**config.mk**
```make
export PLATFORM = sky130hd
export DESIGN_NAME = rxpkt_status_fifo
export DESIGN_NICKNAME = d
export VERILOG_FILES = /design/src/rtl/rxpf_pkg.sv /design/src/rtl/rxpf_wr_ctl.sv /design/src/rtl/rxpf_store.sv /design/src/rtl/rxpf_stat_cnt.sv /design/src/rtl/rxpkt_status_fifo.sv
export SDC_FILE = /design/constraint.sdc
export NUM_CORES = 2
export LEC_CHECK = 0
export ABC_AREA = 1
export ABC_CLOCK_PERIOD_IN_PS = 4000
export CAP_MARGIN = 20
export CORE_MARGIN = 5
export CORE_UTILIZATION = 40
export CTS_CLUSTER_DIAMETER = 120
export CTS_CLUSTER_SIZE = 20
export DETAILED_ROUTE_END_ITERATION = 10
export PLACE_DENSITY = 0.62
export SYNTH_ARGS = -nofsm -noshare
export SYNTH_HDL_FRONTEND = slang
export SYNTH_SLANG_ARGS = --single-unit
```
**constraint.sdc**
```tcl
create_clock -name clk -period 4 [get_ports clk]
set_clock_uncertainty 0.2 [all_clocks]
set_input_delay 1 -clock clk [delete_from_list [all_inputs] [get_ports clk]]
set_output_delay 1 -clock clk [all_outputs]
set_load 0.01 [all_outputs]
```
**src/rtl/rxpf_pkg.sv**
```systemverilog
package rxpf_pkg;

    typedef enum logic [1:0] {
        TAG_DATA = 2'b00,
        TAG_EOF  = 2'b01,
        TAG_STAT = 2'b10
    } tag_e;

    typedef enum logic [1:0] {
        ERR_OVF = 2'd0,
        ERR_CRC = 2'd1,
        ERR_LEN = 2'd2
    } err_e;

    localparam int NUM_ERR = 3;

    // CRC outranks length when both are flagged on one frame
    function automatic err_e pick_err(input logic crc, input logic len);
        if (crc)
            return ERR_CRC;
        else if (len)
            return ERR_LEN;
        else
            return ERR_OVF;
    endfunction

endpackage

```
**src/rtl/rxpf_wr_ctl.sv**
```systemverilog
module rxpf_wr_ctl
    import rxpf_pkg::*;
#(
    parameter int DW        = 16,
    parameter int DEPTH     = 64,
    parameter int MAX_FRAME = 16,
    parameter int CNTW      = 7
) (
    input  logic            clk,
    input  logic            rst,
    input  logic            in_valid,
    input  logic [DW-1:0]   in_data,
    input  logic            in_last,
    input  logic            in_crc_err,
    input  logic            in_len_err,
    input  logic [CNTW-1:0] level,
    input  logic            full,
    output logic            wr0_en,
    output tag_e            wr0_tag,
    output logic [DW-1:0]   wr0_data,
    output logic            wr1_en,
    output tag_e            wr1_tag,
    output logic [DW-1:0]   wr1_data,
    output logic            req_pulse
);

    // highest occupancy at which a whole frame plus one report still fits
    localparam logic [CNTW-1:0] ADMIT_MAX = CNTW'(DEPTH - MAX_FRAME - 1);

    logic in_frame_q;
    logic drop_q;
    logic req_q;
    logic start;
    logic admit;
    logic take;
    logic bad;

    assign start = in_valid && !in_frame_q;
    assign admit = (level <= ADMIT_MAX);
    assign take  = in_valid && (start ? admit : !drop_q);
    assign bad   = in_crc_err || in_len_err;

    always_comb begin
        wr0_en   = 1'b0;
        wr0_tag  = TAG_DATA;
        wr0_data = in_data;
        wr1_en   = 1'b0;
        wr1_tag  = TAG_STAT;
        wr1_data = {{(DW-2){1'b0}}, pick_err(in_crc_err, in_len_err)};
        if (take) begin
            wr0_en  = 1'b1;
            wr0_tag = in_last ? TAG_EOF : TAG_DATA;
            wr1_en  = in_last && bad;
        end else if (start && !full) begin
            wr0_en   = 1'b1;
            wr0_tag  = TAG_STAT;
            wr0_data = {{(DW-2){1'b0}}, ERR_OVF};
        end
    end

    always_ff @(posedge clk) begin
        if (rst) begin
            in_frame_q <= 1'b0;
            drop_q     <= 1'b0;
            req_q      <= 1'b0;
        end else begin
            req_q <= start;
            if (in_valid) begin
                if (in_last) begin
                    in_frame_q <= 1'b0;
                    drop_q     <= 1'b0;
                end else if (start) begin
                    in_frame_q <= 1'b1;
                    drop_q     <= !admit;
                end
            end
        end
    end

    assign req_pulse = req_q;

endmodule

```
**src/rtl/rxpf_store.sv**
```systemverilog
module rxpf_store
    import rxpf_pkg::*;
#(
    parameter int DW    = 16,
    parameter int DEPTH = 64,
    parameter int AW    = 6,
    parameter int CNTW  = 7
) (
    input  logic            clk,
    input  logic            rst,
    input  logic            wr0_en,
    input  tag_e            wr0_tag,
    input  logic [DW-1:0]   wr0_data,
    input  logic            wr1_en,
    input  tag_e            wr1_tag,
    input  logic [DW-1:0]   wr1_data,
    input  logic            pop,
    output tag_e            head_tag,
    output logic [DW-1:0]   head_data,
    output logic [CNTW-1:0] level,
    output logic            full,
    output logic            empty
);

    localparam logic [CNTW-1:0] FULL_LVL = CNTW'(DEPTH);

    tag_e            mem_tag  [DEPTH];
    logic [DW-1:0]   mem_data [DEPTH];
    logic [AW-1:0]   wptr;
    logic [AW-1:0]   rptr;
    logic [AW-1:0]   wptr_p1;
    logic [CNTW-1:0] level_q;
    logic [CNTW-1:0] level_n;
    logic [CNTW-1:0] n_wr;
    logic            full_q;
    logic            empty_q;

    assign wptr_p1 = wptr + AW'(1);
    assign n_wr    = CNTW'(wr0_en) + CNTW'(wr1_en);
    assign level_n = level_q + n_wr - CNTW'(pop);

    always_ff @(posedge clk) begin
        if (wr0_en) begin
            mem_tag[wptr]  <= wr0_tag;
            mem_data[wptr] <= wr0_data;
        end
        if (wr1_en) begin
            mem_tag[wptr_p1]  <= wr1_tag;
            mem_data[wptr_p1] <= wr1_data;
        end
    end

    always_ff @(posedge clk) begin
        if (rst) begin
            wptr    <= '0;
            rptr    <= '0;
            level_q <= '0;
            full_q  <= 1'b0;
            empty_q <= 1'b1;
        end else begin
            wptr    <= wptr + AW'(n_wr);
            rptr    <= rptr + AW'(pop);
            level_q <= level_n;
            full_q  <= (level_n == FULL_LVL);
            empty_q <= (level_n == '0);
        end
    end

    assign head_tag  = mem_tag[rptr];
    assign head_data = mem_data[rptr];
    assign level     = level_q;
    assign full      = full_q;
    assign empty     = empty_q;

endmodule

```
**src/rtl/rxpf_stat_cnt.sv**
```systemverilog
module rxpf_stat_cnt #(
    parameter int CW = 16
) (
    input  logic          clk,
    input  logic          rst,
    input  logic          clr,
    input  logic          inc,
    output logic [CW-1:0] count
);

    logic [CW-1:0] count_q;

    always_ff @(posedge clk) begin
        if (rst || clr)
            count_q <= '0;
        else if (inc && (count_q != '1))
            count_q <= count_q + CW'(1);
    end

    assign count = count_q;

endmodule

```
**src/rtl/rxpkt_status_fifo.sv**
```systemverilog
module rxpkt_status_fifo
    import rxpf_pkg::*;
#(
    parameter int DW        = 16,
    parameter int DEPTH     = 64,
    parameter int MAX_FRAME = 16,
    parameter int CW        = 16
) (
    input  logic          clk,
    input  logic          rst,
    input  logic          in_valid,
    input  logic [DW-1:0] in_data,
    input  logic          in_last,
    input  logic          in_crc_err,
    input  logic          in_len_err,
    input  logic          desc_avail,
    output logic          desc_req,
    output logic          out_valid,
    output logic [DW-1:0] out_data,
    output logic          out_last,
    input  logic          stat_clr,
    output logic [CW-1:0] cnt_ovf,
    output logic [CW-1:0] cnt_crc,
    output logic [CW-1:0] cnt_len,
    output logic          fifo_full,
    output logic          fifo_empty
);

    localparam int AW   = $clog2(DEPTH);
    localparam int CNTW = AW + 1;

    logic            wr0_en;
    tag_e            wr0_tag;
    logic [DW-1:0]   wr0_data;
    logic            wr1_en;
    tag_e            wr1_tag;
    logic [DW-1:0]   wr1_data;
    logic [CNTW-1:0] level;
    logic            full;
    logic            empty;
    tag_e            head_tag;
    logic [DW-1:0]   head_data;
    logic            pop_stat;
    logic            pop_data;
    logic [CW-1:0]   counts [NUM_ERR];

    rxpf_wr_ctl #(
        .DW(DW), .DEPTH(DEPTH), .MAX_FRAME(MAX_FRAME), .CNTW(CNTW)
    ) u_wr (
        .clk(clk), .rst(rst),
        .in_valid(in_valid), .in_data(in_data), .in_last(in_last),
        .in_crc_err(in_crc_err), .in_len_err(in_len_err),
        .level(level), .full(full),
        .wr0_en(wr0_en), .wr0_tag(wr0_tag), .wr0_data(wr0_data),
        .wr1_en(wr1_en), .wr1_tag(wr1_tag), .wr1_data(wr1_data),
        .req_pulse(desc_req)
    );

    rxpf_store #(
        .DW(DW), .DEPTH(DEPTH), .AW(AW), .CNTW(CNTW)
    ) u_store (
        .clk(clk), .rst(rst),
        .wr0_en(wr0_en), .wr0_tag(wr0_tag), .wr0_data(wr0_data),
        .wr1_en(wr1_en), .wr1_tag(wr1_tag), .wr1_data(wr1_data),
        .pop(pop_stat || pop_data),
        .head_tag(head_tag), .head_data(head_data),
        .level(level), .full(full), .empty(empty)
    );

    // reports leave without a descriptor; frame words wait for one
    assign pop_stat = !empty && (head_tag == TAG_STAT);
    assign pop_data = !empty && (head_tag != TAG_STAT) && desc_avail;

    generate
        for (genvar g = 0; g < NUM_ERR; g++) begin : g_cnt
            rxpf_stat_cnt #(.CW(CW)) u_cnt (
                .clk(clk), .rst(rst), .clr(stat_clr),
                .inc(pop_stat && (head_data[1:0] == 2'(g))),
                .count(counts[g])
            );
        end
    endgenerate

    assign out_valid  = pop_data;
    assign out_data   = head_data;
    assign out_last   = (head_tag == TAG_EOF);
    assign cnt_ovf    = counts[ERR_OVF];
    assign cnt_crc    = counts[ERR_CRC];
    assign cnt_len    = counts[ERR_LEN];
    assign fifo_full  = full;
    assign fifo_empty = empty;

endmodule

```
==> After elaboration in Yosys (flattened, before gate mapping) <==
Memories as Yosys holds them, arrays and structs flattened. A register that Yosys moved wholly into a read port is not among the register bits.
Cells that the tools add are included.
W data, S select, Z words.
{ "op_classes": {"addsub": 9, "order_cmp": 1, "eq_ne": 9, "mux": 21, "n_reduce_logical": 25} }
{ "ops": {"columns": ["op", "count"], "rows": [
  ["$add A16 B1 Y16 const B", 3],
  ["$ne A16 B16 Y1 const B", 3],
  ["$mux W16", 2],
  ["$logic_and A1 B1 Y1", 13],
  ["$mux W1", 13],
  ["$mux W6", 2],
  ["$mux W2", 4],
  ["$add A7 B7 Y7", 1],
  ["$eq A7 B7 Y1 const B", 1],
  ["$le A7 B6 Y1 const B", 1],
  ["$logic_not A7 Y1", 1],
  ["$sub A7 B1 Y7", 1],
  ["$add A6 B1 Y6", 1],
  ["$add A6 B1 Y6 const B", 1],
  ["$add A6 B6 Y6", 1],
  ["$logic_not A1 Y1", 5],
  ["$eq A2 B1 Y1 const B", 2],
  ["$eq A2 B2 Y1 const B", 2],
  ["$logic_or A1 B1 Y1", 3],
  ["$add A1 B1 Y2", 1],
  ["$logic_not A2 Y1", 1],
  ["$ne A2 B2 Y1 const B", 1],
  ["$reduce_and A2 Y1", 1],
  ["$reduce_bool A2 Y1", 1]
]} }
{ "word_totals": {"reg_bits": 72, "mem_bits_rw": 1152, "in_bits": 24, "output_inout_bits": 69, "elab_cells": 78, "memories": 2} }
{ "memory_table": {"columns": ["name", "depth", "word_bits", "read_ports", "rd_clocked_by_memory_dff", "wr", "line_no", "source"], "rows": [
  ["u_store.mem_data", 64, 16, 1, 1, 2, "rxpf_store.sv:28", "logic [DW-1:0] mem_data [DEPTH];"],
  ["u_store.mem_tag", 64, 2, 1, 1, 2, "rxpf_store.sv:27", "tag_e mem_tag [DEPTH];"]
]} }

==> Depth between registers and ports, before layout <==
{ "depth": {"depth_word": 9, "ltp_mapped": 28} }

==> Hierarchy <==
Synthesis repeated with hierarchy kept, for this count alone.
{ "hier_totals": {"cells_unflattened": 8010, "area_unflattened_um2": 65650.5} }
{ "modules_own_cells": {"columns": ["module", "instances", "cells_per_inst", "area_per_inst_um2", "seq_area_each_um2"], "rows": [
  ["rxpf_store", 1, 7411, 62038.2, 35013.6],
  ["rxpf_stat_cnt", 3, 149, 950.9, 320.3],
  ["rxpf_wr_ctl", 1, 137, 695.7, 60.1],
  ["rxpkt_status_fifo", 1, 15, 63.8, 0.0]
]} }

==> Worst setup path before layout <==
Ideal clock, no wire load.
{ "synth_path": {"path_kind": "register to register", "from": "reg, netlist name u_store.rptr[0]", "to": "reg u_store.full_q (netlist: u_store.full)", "setup_ns": 0.064, "arrival_time_ns": 3.287, "t_required_ns": 3.736, "slack_ns": 0.449, "path_stages_with_launch": 27, "n_path_buf": 3, "period_less_slack_ns": 3.551, "path_cell_list": "dfxtp_1 > buf_6 > inv_4 > buf_6 > buf_4 > nand2_1 > nand3_1 > nand3_1 > nand2_1 > a21oi_1 > nand2_1 > nand3_1 > nand2_1 > nand3_4 > o21ai_0 > ha_1 > inv_1 > ha_1 > fa_1 > nand3_1 > nand2_1 > a21oi_1 > nor2_1 > nor2_1 > xnor2_1 > nand2_1 > nor2_1"} }
{ "synth_rtl": {"columns": ["item", "line_no", "source"], "rows": [
  ["end signal: assignment", "rxpf_store.sv:64", "full_q <= (level_n == FULL_LVL);"],
  ["end: declaration", "rxpf_store.sv:35", "logic full_q;"]
]} }

==> metrics list <==
- Floorplan core area: 133000 um^2
- Endpoint, Worst Hold: u_store.mem_data[6][10]
- Ranked by total cell area, the synthesized netlist is headed by sky130_fd_sc_hd__dfxtp_1 (41%), sky130_fd_sc_hd__o21ai_0 (13%), sky130_fd_sc_hd__a21oi_1 (10%).
- Startpoint types: flip-flop
* Worst Reg2Reg Path Length in Cells: 27
- Horiz. Die Dim: 377 um
- Path type of the worst setup path: flip-flop to output port
- LEAKAGE: 24.6 nW
* H-tree depth: 3
* Final critical-path required period: 4.33 ns
- Number of antenna violations at the first check in global routing: 2
- Clock latency on the worst-skew pair: 0.72 ns
* Die ar.: 142000 um^2
- Hold is met by 0.267 ns.
- The library cell used most frequently in the layout, excluding fill and tap cells, is sky130_fd_sc_hd__o21ai_0.
- In this run the count of I/O pins placed on the die edge is 93.
- Post-detailed-route wirelength per cell: 23.4 um
* Distinct cell type count after synthesis: 46
- In the final layout, the share of cells above drive strength 1 is 0.137.
- Clk sinks: 1224
- Reg-to-reg critical path startpoint: u_store.rptr[0]
* Worst reg2reg endpoint: u_store.full
* Net count of the mapped netlist: 7135
- Dividing the final minimum period by the clock period gives 1.08.
- The final layout contains 7183 nets.
* Maximum number of pins on one net before global-route repair: 58
- Worst Hold Depth: 2
- Via count of the first global-routing pass: 48700
- The tree is rooted in a sky130_fd_sc_hd__clkbuf_16.
* Iteration-0 DRC count of the detailed router: 7827
- Die height: 377 um
- Initial cell density of the core: 0.403
- Gpl congestion: 0.953
* Synth warn: 0
- CTS Buffer Depth: 3
- Layer carrying the most global-route usage: met2
* Global route overflow: 0
* Wirelength, routed: 209000 um
- Once routing completed, OpenROAD measured the worst setup slack at -0.330 ns.
- Static timing analysis puts the maximum clock frequency at 0.231 GHz.
- Number of cells produced by synthesis: 7090
- Layout fillers: 13000
- Count of antenna-violating nets left after detailed routing: 0
* Share of flip-flops with an asynchronous set or reset after synthesis: 0
- Power spread over the standard cell area amounts to 566 nW/um^2.
* WP data arrival: 3.13 ns
- STA classifies the critical path endpoint as an output port.
- For flop-to-flop paths, the worst setup slack is -0.19 ns.
* Wire length of the first global-routing pass: 308000 um
- The wire-length estimate of the detail-placed layout is 136000 um.
* Met1 capacity usage during global routing: 0.390
* Clock buffers created by TritonCTS: 71
- Result of the run: complete, but fails checks
- HP Start: u_store.mem_data[6][10]
- Input and output buffers added on the ports amount to 92.
- Compared with the post-synthesis result, the final layout area differs by 18.6%.
- Post-synthesis register bit count: 1224
- Peak fanout along the critical path: 7
- Among all flip-flop cells after synthesis, the most frequent one is sky130_fd_sc_hd__dfxtp_1.
* Number of remaining DRC errors: 0
* Fin util: 0.478
* CTS clk-pin slew, worst paths: 0.10 ns
- TritonCTS built the clock tree.
- Worst Hold Class: flip-flop to flip-flop
- Transition time of the tightest slew-check pin: 0.889 ns
- For this run, the total global-route usage over all layers was measured as 0.278.
* Syn Area/Cell: 7.58 um^2
- Number of max-cap violations: 0
- Area of the mapped netlist: 53800 um^2
- Required time of the critical path: 2.80 ns
- Largest voltage drop on the vdd net: 470 uV
- RSZ-0062 raised after global routing: yes
- Number of vias after detailed routing: 54000
* Router iterations before antenna repair: 6
- Of all cell types, the one taking the most synthesized area is sky130_fd_sc_hd__dfxtp_1.
- For met3 alone, demand over resource in global routing was 0.0507.
* Commonest cells after routing, fill and taps aside: sky130_fd_sc_hd__o21ai_0 (1275), sky130_fd_sc_hd__dfxtp_1 (1093), sky130_fd_sc_hd__a21oi_1 (1069)
* Worst slew slack as a fraction of its limit: 0.407
- Fraction of synthesized cell area taken by the top area cell type: 0.408
- Core Rows: 134
- In the global route stage, met2 resource usage came out at 0.424.
* Violated checks: setup timing
- Setup violations remaining at the end of the flow were counted as 23.
* Post-detailed-route via-to-cell ratio: 6.04
- The number of pins exceeding their max-slew limit in the final report is 0.
* Number of enable-type register cells in the synthesized netlist: 128
- The number of hold violations in the final report was 0.
- For this run, the register share of the synthesized area comes to 0.479.
[sequential cells by signal (all words and copies together) (netlist names), 6 cells and up]
register           count
u_store.mem_tag      128
u_store.level          7
g_cnt.u_cnt.count     48
u_store.rptr           6
u_store.wptr           6
u_store.mem_data    1024
[cells by family after synthesis]
logic type / count (synthesis) / synth area share
AO/OA/AOI/OAI: 2879 / 0.285
AND/OR/NAND/NOR: 2019 / 0.154
multiplexers: 13 / 0.00242
adder cells (fa/ha/maj): 21 / 0.00517
flip-flops: 1224 / 0.479
buffers and inverters: 921 / 0.0716
XOR/XNOR: 13 / 0.00247
[area by class of cell]
cell class | count | area (um^2) | share of cell area
Antenna cell | 1 | 2.50 | 0.0000392
Clock buffer | 91 | 1890 | 0.0297
Clock inverter | 7 | 130 | 0.00204
Inverter | 268 | 1040 | 0.0163
Multi-Input combinational cell | 4945 | 25700 | 0.404
Sequential cell | 1224 | 25800 | 0.404
Tap cell | 1768 | 2210 | 0.0347
Timing Repair Buffer | 626 | 6960 | 0.109
Timing Repair inverter | 2 | 17.5 | 0.000275
[synth_stat cells, types with 8 or more instances]
master,number
sky130_fd_sc_hd__o21ai_0,1367
sky130_fd_sc_hd__nand2_1,841
sky130_fd_sc_hd__buf_6,12
sky130_fd_sc_hd__nand4_1,35
sky130_fd_sc_hd__a211oi_1,16
sky130_fd_sc_hd__mux2i_1,13
sky130_fd_sc_hd__buf_4,19
sky130_fd_sc_hd__a21oi_1,1081
sky130_fd_sc_hd__edfxtp_1,128
sky130_fd_sc_hd__o311ai_0,12
sky130_fd_sc_hd__buf_1,35
sky130_fd_sc_hd__dfxtp_1,1096
sky130_fd_sc_hd__nor2_1,819
sky130_fd_sc_hd__buf_2,180
sky130_fd_sc_hd__o22ai_1,195
sky130_fd_sc_hd__ha_1,19
sky130_fd_sc_hd__nor3_1,17
sky130_fd_sc_hd__nor2_4,11
sky130_fd_sc_hd__clkbuf_1,407
sky130_fd_sc_hd__o211ai_1,95
sky130_fd_sc_hd__o221ai_1,89
sky130_fd_sc_hd__o21ai_1,13
sky130_fd_sc_hd__inv_1,254
sky130_fd_sc_hd__inv_2,8
sky130_fd_sc_hd__nand3_1,267
[worst max-delay path: stages, from the launching register on]
cell and delay, ns:
sky130_fd_sc_hd__dfxtp_4 0.48, sky130_fd_sc_hd__inv_16 0.08, sky130_fd_sc_hd__buf_16 0.16, sky130_fd_sc_hd__buf_12 0.14
sky130_fd_sc_hd__nor2_1 0.09, sky130_fd_sc_hd__o22ai_1 0.09, sky130_fd_sc_hd__o211ai_1 0.32, sky130_fd_sc_hd__nand4_1 0.52
sky130_fd_sc_hd__o311ai_4 0.26, sky130_fd_sc_hd__nand2_2 0.12, sky130_fd_sc_hd__buf_6 0.14
[layer usage]
layer  wire (um)  up-vias
li1            -    24700
met1       87200    25800
met2       90200     3070
met3       22200      443
met4        9210        4
met5          21        -
[metrics by stage]
step	setup WS, ns	std cells	setup TNS [ns]	area [um^2]	power (W)
floorplan	0.449	7090	0	53800	0.0204
global placement	-0.341	8772	-2.25	58900	0.0253
detailed placement	-0.415	8772	-2.11	58900	0.0254
CTS	-0.395	8922	-4.73	63000	0.0351
global route	-0.368	8931	-6.26	63800	0.0376
finish	-0.330	8932	-4.43	63800	0.0361
[power by group]
part           internal [W]  switching, W  leakage, nW
sequential           0.0133      0.000519         10.2
clock               0.00344       0.00436        0.979
combinational       0.00576       0.00873         13.5
[worst max path at each step]
| stage | from | endpoint | slack [ns] | depth (start not counted) |
|---|---|---|---|---|
| global placement | u_store.rptr[0] | out_data[2] | -0.34 | 12 |
| floorplan | u_store.rptr[0] | u_store.full | 0.45 | 26 |
| detailed placement | u_store.rptr[0] | out_data[2] | -0.41 | 12 |
| CTS | u_store.rptr[0] | out_data[2] | -0.39 | 12 |
| global route | u_store.rptr[0] | out_data[3] | -0.37 | 13 |
| finish | u_store.rptr[0] | out_data[7] | -0.33 | 10 |
[what timing repair did]
| action | in CTS | in global routing |
|---|---|---|
| hold buffers | 0 | 0 |
| endpoints found under the setup margin | 23 | 24 |
| gates resized for setup | 405 | 183 |
| buffers inserted | 39 | 10 |
| pin swaps | 107 | 116 |
| gates cloned | 19 | 7 |
Power figures use the tool's default switching activity.
